$ cat config.mk
export PLATFORM = sky130hd
export DESIGN_NAME = mux_rd_ctrl
export DESIGN_NICKNAME = d
export VERILOG_FILES = /design/src/rtl/mrc_pkg.sv /design/src/rtl/mrc_rst_sync.sv /design/src/rtl/mrc_fsm.sv /design/src/rtl/mrc_delay.sv /design/src/rtl/mrc_datapath.sv /design/src/rtl/mux_rd_ctrl.sv
export SDC_FILE = /design/constraint.sdc
export NUM_CORES = 1
export LEC_CHECK = 0
export BUFFER_PORTS_ARGS = -buffer_cell sky130_fd_sc_hd__buf_2
export CAP_MARGIN = 20
export CORE_UTILIZATION = 51
export CTS_CLUSTER_DIAMETER = 40
export DETAILED_ROUTE_END_ITERATION = 16
export PLACE_DENSITY = 0.81
export SYNTH_ARGS = -nofsm -noshare
export SYNTH_HDL_FRONTEND = slang
export SYNTH_HIERARCHICAL = 1
export SYNTH_SLANG_ARGS = --single-unit
$ cat constraint.sdc
create_clock -name clk -period 2.3 [get_ports clk]
set_clock_uncertainty 0.1 [all_clocks]
set_input_delay 0.46 -clock clk [delete_from_list [all_inputs] [get_ports clk]]
set_output_delay 0.46 -clock clk [all_outputs]
set_load 0.02 [all_outputs]
$ cat src/rtl/mrc_pkg.sv
package mrc_pkg;
  typedef enum logic [2:0] {
    ST_IDLE,
    ST_ADDR,
    ST_LATCH,
    ST_TURN,
    ST_WAIT,
    ST_DONE
  } mrc_state_e;
endpackage

$ cat src/rtl/mrc_rst_sync.sv
module mrc_rst_sync #(
  parameter int STAGES = 2
) (
  input  logic clk,
  input  logic rst_n,
  output logic rst_q_n
);
  logic [STAGES-1:0] sync_q;

  always_ff @(posedge clk or negedge rst_n) begin
    if (!rst_n) sync_q <= '0;
    else        sync_q <= {sync_q[STAGES-2:0], 1'b1};
  end

  assign rst_q_n = sync_q[STAGES-1];
endmodule

$ cat src/rtl/mrc_fsm.sv
module mrc_fsm
  import mrc_pkg::*;
(
  input  logic       clk,
  input  logic       rst_n,
  input  logic       req_i,
  input  logic       hit_i,
  output logic       accept_o,
  output logic       run_o,
  output logic       ad_oe_o,
  output logic       ce_n_o,
  output logic       oe_n_o,
  output logic       avs_n_o,
  output logic       done_o
);
  mrc_state_e state_q, state_d;

  always_comb begin
    state_d = state_q;
    case (state_q)
      ST_IDLE:  if (req_i) state_d = ST_ADDR;
      ST_ADDR:  state_d = ST_LATCH;
      ST_LATCH: state_d = ST_TURN;
      ST_TURN:  state_d = ST_WAIT;
      ST_WAIT:  if (hit_i) state_d = ST_DONE;
      ST_DONE:  state_d = ST_IDLE;
      default:  state_d = ST_IDLE;
    endcase
  end

  always_ff @(posedge clk or negedge rst_n) begin
    if (!rst_n) state_q <= ST_IDLE;
    else        state_q <= state_d;
  end

  always_comb begin
    accept_o = (state_q == ST_IDLE) && req_i;
    run_o    = (state_q == ST_WAIT);
    ad_oe_o  = (state_q == ST_ADDR) || (state_q == ST_LATCH);
    avs_n_o  = (state_q != ST_ADDR);
    oe_n_o   = (state_q != ST_WAIT);
    ce_n_o   = (state_q == ST_IDLE) || (state_q == ST_DONE);
    done_o   = (state_q == ST_DONE);
  end
endmodule

$ cat src/rtl/mrc_delay.sv
module mrc_delay #(
  parameter int CNT_W = 8
) (
  input  logic             clk,
  input  logic             rst_n,
  input  logic             load_i,
  input  logic             run_i,
  input  logic [CNT_W-1:0] t_acc_i,
  input  logic [CNT_W-1:0] t_ce_i,
  input  logic [CNT_W-1:0] t_oe_i,
  output logic             hit_o
);
  localparam logic [CNT_W-1:0] ONE = CNT_W'(1);

  logic [CNT_W-1:0] m_ab, m_all, lim_d, lim_q;
  logic [CNT_W-1:0] cnt_q, cnt_d;

  always_comb begin
    m_ab  = (t_acc_i > t_ce_i) ? t_acc_i : t_ce_i;
    m_all = (m_ab > t_oe_i) ? m_ab : t_oe_i;
    lim_d = (m_all == '0) ? ONE : m_all;
    cnt_d = run_i ? (cnt_q + ONE) : ONE;
  end

  always_ff @(posedge clk or negedge rst_n) begin
    if (!rst_n)      lim_q <= ONE;
    else if (load_i) lim_q <= lim_d;
  end

  always_ff @(posedge clk or negedge rst_n) begin
    if (!rst_n) cnt_q <= ONE;
    else        cnt_q <= cnt_d;
  end

  assign hit_o = run_i && (cnt_q == lim_q);
endmodule

$ cat src/rtl/mrc_datapath.sv
module mrc_datapath #(
  parameter int ADDR_W = 24,
  parameter int BUS_W  = 16
) (
  input  logic              clk,
  input  logic              rst_n,
  input  logic              load_i,
  input  logic              cap_i,
  input  logic [ADDR_W-1:0] addr_i,
  input  logic [BUS_W-1:0]  ad_i,
  output logic [BUS_W-1:0]  ad_o,
  output logic [ADDR_W-BUS_W-1:0] a_hi_o,
  output logic [BUS_W-1:0]  rdata_o
);
  logic [ADDR_W-1:0] addr_q;
  logic [BUS_W-1:0]  rdata_q;

  always_ff @(posedge clk or negedge rst_n) begin
    if (!rst_n)      addr_q <= '0;
    else if (load_i) addr_q <= addr_i;
  end

  always_ff @(posedge clk or negedge rst_n) begin
    if (!rst_n)     rdata_q <= '0;
    else if (cap_i) rdata_q <= ad_i;
  end

  assign ad_o    = addr_q[BUS_W-1:0];
  assign a_hi_o  = addr_q[ADDR_W-1:BUS_W];
  assign rdata_o = rdata_q;
endmodule

$ cat src/rtl/mux_rd_ctrl.sv
module mux_rd_ctrl #(
  parameter int ADDR_W = 24,
  parameter int BUS_W  = 16,
  parameter int CNT_W  = 8,
  parameter int SYNC_STAGES = 2
) (
  input  logic                    clk,
  input  logic                    rst_n,
  input  logic                    req_i,
  input  logic [ADDR_W-1:0]       addr_i,
  input  logic [CNT_W-1:0]        t_acc_i,
  input  logic [CNT_W-1:0]        t_ce_i,
  input  logic [CNT_W-1:0]        t_oe_i,
  input  logic [BUS_W-1:0]        ad_i,
  output logic [BUS_W-1:0]        ad_o,
  output logic                    ad_oe_o,
  output logic [ADDR_W-BUS_W-1:0] a_hi_o,
  output logic                    ce_n_o,
  output logic                    we_n_o,
  output logic                    oe_n_o,
  output logic                    avs_n_o,
  output logic                    bclk_o,
  output logic [BUS_W-1:0]        rdata_o,
  output logic                    done_o
);
  logic rst_q_n;
  logic accept, run, hit;

  mrc_rst_sync #(.STAGES(SYNC_STAGES)) u_rst (
    .clk(clk), .rst_n(rst_n), .rst_q_n(rst_q_n)
  );

  mrc_fsm u_fsm (
    .clk(clk), .rst_n(rst_q_n), .req_i(req_i), .hit_i(hit),
    .accept_o(accept), .run_o(run), .ad_oe_o(ad_oe_o),
    .ce_n_o(ce_n_o), .oe_n_o(oe_n_o), .avs_n_o(avs_n_o), .done_o(done_o)
  );

  mrc_delay #(.CNT_W(CNT_W)) u_dly (
    .clk(clk), .rst_n(rst_q_n), .load_i(accept), .run_i(run),
    .t_acc_i(t_acc_i), .t_ce_i(t_ce_i), .t_oe_i(t_oe_i), .hit_o(hit)
  );

  mrc_datapath #(.ADDR_W(ADDR_W), .BUS_W(BUS_W)) u_dp (
    .clk(clk), .rst_n(rst_q_n), .load_i(accept), .cap_i(hit),
    .addr_i(addr_i), .ad_i(ad_i), .ad_o(ad_o), .a_hi_o(a_hi_o),
    .rdata_o(rdata_o)
  );

  assign we_n_o = 1'b1;
  assign bclk_o = 1'b0;
endmodule

-- Word level (Yosys, flattened, before mapping)
Index checks and enable logic that the tools add are counted.
- input bits: 67
- output and inout port bits: 47
- logic and storage cells: 33
- bits in registers: 61
- multiplexer cells: 7
- add/subtract/negate cells: 1
- equality and inequality tests: 10
- reductions and logical operators: 7
- order comparisons: 2
- operators by type and width (cell ; number):
    2-to-1 mux 8 bit ; 4
    > comparator 8 bit ; 2
    one-hot mux 3 bit (5 select lines) ; 1
    adder 8 x 1 -> 8 bit (second input constant) ; 1
    == test 8 bit ; 1
    zero test 8 bit ; 1
    == test 3 x 2 -> 1 bit (second input constant) ; 2
    == test 3 bit (second input constant) ; 2
    2-to-1 mux 3 bit ; 2
    != test 2 bit (second input constant) ; 2
    == test 3 x 1 -> 1 bit (second input constant) ; 1
    zero test 3 bit ; 1
    != test 3 x 1 -> 1 bit (second input constant) ; 1
    != test 3 bit (second input constant) ; 1
    logical AND 1 bit ; 2
    logical OR 1 bit ; 2
    AND reduction 2 bit ; 1

-- Depth between registers and ports, before layout
- depth in word-level cells: 6
- depth in mapped cells: 18
- gate-level depth less buffers: 16

-- Modules after synthesis
The synthesis kept the hierarchy.
- by module, submodules not included (module ; cells each ; sequential area each (um^2) ; area an instance (um^2) ; instances):
    mrc_datapath ; 85 ; 1001.0 ; 1646.6 ; 1
    mrc_delay ; 167 ; 402.9 ; 1487.7 ; 1
    mrc_fsm ; 22 ; 75.1 ; 187.7 ; 1
    mrc_rst_sync ; 3 ; 50.0 ; 53.8 ; 1
    mux_rd_ctrl ; 4 ; 0.0 ; 22.5 ; 1

-- Worst setup path before layout
Ideal clock, no wire load.
- path kind: input port to flip-flop
- start point: input t_ce_i[1]
- end point: register u_dly.lim_q[0]
- required time: 2103 ps
- slack: -1580 ps
- path buffers: 1
- arrival: 3683 ps
- library setup time: 97 ps
- stages: 15
- cells stage by stage: inv_1 > ha_1 > nor2b_4 > o211a_4 > o31a_1 > and3_1 > or2_2 > ha_1 > a211oi_1 > nor2_1 > o31ai_1 > or2_1 > buf_2 > mux2_2 > o41ai_2
- cells in the longest elaborated chain, start to end: 6
- RTL lines (what ; line ; text):
    start: declaration ; mux_rd_ctrl.sv:12 ; input logic [CNT_W-1:0] t_ce_i,
    > comparator 8 bit ; mrc_delay.sv:19 ; m_ab = (t_acc_i > t_ce_i) ? t_acc_i : t_ce_i;
    2-to-1 mux 8 bit * ; mrc_delay.sv:19 ;
    > comparator 8 bit ; mrc_delay.sv:20 ; m_all = (m_ab > t_oe_i) ? m_ab : t_oe_i;
    2-to-1 mux 8 bit * ; mrc_delay.sv:20 ;
    zero test 8 bit ; mrc_delay.sv:21 ; lim_d = (m_all == '0) ? ONE : m_all;
    2-to-1 mux 8 bit * ; mrc_delay.sv:21 ;
    end signal: assignment ; mrc_delay.sv:27 ; else if (load_i) lim_q <= lim_d;
    end: declaration ; mrc_delay.sv:15 ; logic [CNT_W-1:0] m_ab, m_all, lim_d, lim_q;
Every way passes the cells marked *; elsewhere a longest branch is shown, timed or not.
A chain may end at the register's enable or synchronous reset.

-- Worst setup path after layout
- start point: input t_ce_i[5]
- end point: register u_dly.lim_q[0]
The elaborated chain is that of the path after synthesis.

==> impl_results.md <==
- Placed cell count: approximately 510
- Combinational share of power: 47.6%
- Flop pwr share: a little over a third
- Crit path buf inv count: 3
- Worst hold path class: register to async pin
- GR Util All Layers: roughly a quarter
- Slowest cell on crit path: mux2_4
- Clock-pin transition on the worst setup and hold timing paths: approximately 0.080 ns
- Post-synth EDFFs: 0
- Post-Synth Simple-Gate Area: between 10% and 20%
- Synth-to-Final Area Change: 43.63%
- Initial core utilization: between 50% and 60%
- Row cnt: 29
- Setup Viol. Count Final: 8
- Routed Antenna Nets: 0
- Avg Cell Area, Syn: approximately 12 um^2
- Vias in the first global route: ~2.9k
- Clock buffer count from CTS: 9
- Critical path class: primary input to register
- Post-synthesis xor/xnor area fraction: 4.124%
- NetSw: roughly 1.9 mW
- Worst setup SP type: primary input
- Remaining DRCs: 0
- Most common cell after layout, fill and taps aside: buf_2
- Top delay family on crit path: compound AO/OA/AOI/OAI gates
- Total core area: between 6000 and 7000 um^2
- Total number of vias: roughly 2.8k
- Worst vdd ir: ~0.9 mV
- Max-cap violations: 0
- Compound-Gate Fraction of Synth Area: roughly 9.0%
- CP peak stage delay: about 0.33 ns
- Initial antenna violation count: 0
- Arrival time at the worst endpoint: 3.79 ns
- Async SR Flop Fraction: 100.0%
- Yosys reg bits: slightly above 60
- Fin. max-slew vios: 0
- Layout net count: about 530
- Register area: 1530 um^2
- Area of the die: approximately 7000 um^2
- Crit end category: register
- PnR worst setup slack: -1.346 ns
- Via-per-instance ratio: 5.243
- Synth Net Count: 365
- Yosys warns: 6
- First-pass GRT wire length: around 14000 um
- Largest net degree at the start of global routing: 27
- Sequence of cells on the critical path: buf_6 -> inv_4 -> ha_4 -> a21oi_4 -> o21ai_2 -> buf_4 -> o31ai_4 -> nor2_2 -> o21ai_0 -> ha_1 -> nor2b_1 -> o21ai_0 -> and4bb_1 -> or2_4 -> mux2_4 -> o41ai_2
- Run status: finished, violations left
- Clock Latency Late Sink: 0.34 ns
- Leading cell types in the layout, fill and taps excluded: 108 x buf_2, 58 x dfrtp_1, 54 x buf_4
- TritonCTS clock tree: done
- CP required: around 2.4 ns
- Clk sink count: 61
- Final worst-path cycle share: 158.5%
- Net Sw Frac: between 30% and 40%
- Vert. Die Dim: around 84 um
- Most frequent CP cell: o21ai_0
- Post-synthesis cell count: 281
- Fill cells: 410
- Final hold vios: 0
- Tmin final: 3.646 ns
- Post-synthesis sequential area ratio: around 45%
- CTS Buffer Depth: 2
- Ant. Diodes: 0
- DRT Wirelength: around 9000 um
- Cell Area, Synth: 3398 um^2
- Post-synthesis mux area share: a little under a fifth
- Pwr/cell area: 1028 nW/um^2
- Layout cells sized above 1: between 60% and 70%
- Starting DRC count in detailed routing: ~120
- Cell internal pwr: ~3.1 mW
- Area taken by multi-input logic gates: roughly 1900 um^2
- Clk network pwr share: 17.6%
- RSZ-0062 raised after global routing: true
- Largest fanout on the critical path: 6
- WL/cell: 16.90 um
- Routability cong.: between 0.8 and 0.9
- Distinct cells, synth: slightly below 50
- Largest family of logic cells by synthesized area: multiplexers
- Die Width: around 84 um
- Port bufs: 111
- Most used DFF post-synth: dfrtp_1
- Final Util: 76.43%
- Failing checks: setup timing
- Ports: approximately 110
- Leak: between 2 and 2.5 nW
- Clk root buf: clkbuf_8
- First-pass detailed-route iteration total: 4
- FMAX: roughly 270 MHz
- Fin cells: between 500 and 600
- Remaining Overflow, GRT: 0
- Post-Synth Adder-Cell Area: 6.259%
- Post-DP HPWL: 6243 um
- Htree depth: 3
worst paths after layout:
| path | to | cells after the start | slack [ns] | start |
|---|---|---|---|---|
| min in group clk | u_dp/addr_q[14] | 2 | 0.25 | addr_i[14] |
| hold / removal | u_dp/addr_q[9] | 0 | 0.1 | u_rst/sync_q[1] |
| setup / recovery | u_dly/lim_q[0] | 16 | -1.35 | t_ce_i[5] |
| hold reg to reg | u_dp/addr_q[9] | 0 | 0.1 | u_rst/sync_q[1] |
| max in group asynchronous | u_dly/lim_q[0] | 1 | 1.33 | u_rst/sync_q[1] |
| setup reg to reg | u_dly/lim_q[0] | 5 | 0.30 | u_fsm/state_q[0] |
power by group through the flow:
stage | logic, mW | clock network (mW) | registers (mW)
floorplan | 1.25 | 0 | 2.03
global placement | 2.14 | 0 | 1.71
detailed placement | 2.22 | 0 | 1.75
CTS | 2.34 | 0.897 | 1.74
global route | 2.54 | 0.949 | 1.78
finish | 2.39 | 0.885 | 1.74
final cells by class:
class                      instances  area share (%)
inverter                          21           1.923
clock buffer                      12           3.179
clock inverter                     4          0.6665
multi-input combinational        186           39.45
timing repair buffer             170           21.46
sequential                        61           31.35
tap                               77           1.974
synth_stat cells, types with 4 or more instances:
library cell  number  area, um^2
dfrtp_1           59        1476
mux2_4            31       465.5
inv_1             20       75.07
ha_1              17       212.7
o21ai_0           14       70.07
mux2_2            13       146.4
and2_1            10       62.56
xnor2_1           10       87.58
nand2_1            9       33.78
nor2_1             8       30.03
a21oi_1            7       35.03
nand3_1            7       35.03
and3_1             6       37.54
xor2_1             6       52.55
o211ai_1           5       37.54
o31ai_1            5       37.54
nand4_1            4       25.02
or2_2              4       25.02
per-layer routing:
metal  share of wire (%)  GRT usage (%)  up-vias
met1                  38          28.35     1327
met4                 3.3          9.399        0
met5                   0              0        -
met3                 5.5          5.440       22
li1                    -              -     1310
met2                  54          48.41      125
logic make-up (layout without fill, tap and decap cells):
kind of cell               Yosys count  after routing
xor gates and xnor gates            16             16
buffers and inverters               34            207
muxes                               45             45
DFF                                 61             61
other                                3              3
adders and majority gates           17             17
AOI/OAI and AO/OA                   42             42
and+or+nand+nor                     63             63
stage by stage:
| stage | hold WS [ns] | total power [mW] | setup slack [ns] | cell area (um^2) | TNS [ns] |
|---|---|---|---|---|---|
| after floorplan | 0.06441 | 3.280 | -1.327 | 3563 | -9.068 |
| after global placement | 0.09765 | 3.852 | -1.601 | 4459 | -11.63 |
| after detailed placement | 0.1009 | 3.970 | -1.738 | 4459 | -12.65 |
| after CTS | 0.1025 | 4.979 | -1.207 | 4797 | -8.746 |
| after global routing | 0.1280 | 5.269 | -1.462 | 4881 | -10.38 |
| final | 0.09820 | 5.018 | -1.346 | 4881 | -9.576 |
state kept, by name (all words and copies together), names as in the netlist:
name,count
u_dly/lim_q,8
u_rst/sync_q,2
u_dp/addr_q,24
u_dp/rdata_o,16
u_dly/cnt_q,8
u_fsm/state_q,3
repair_timing:
item	CTS	global route
resized for setup	24	15
hold buffers	1	0
endpoints found under the setup margin	8	8
buffers inserted	8	1
pin swaps	20	12
endpoints found under the hold margin	2	0
(Power assumes the default switching activity.)
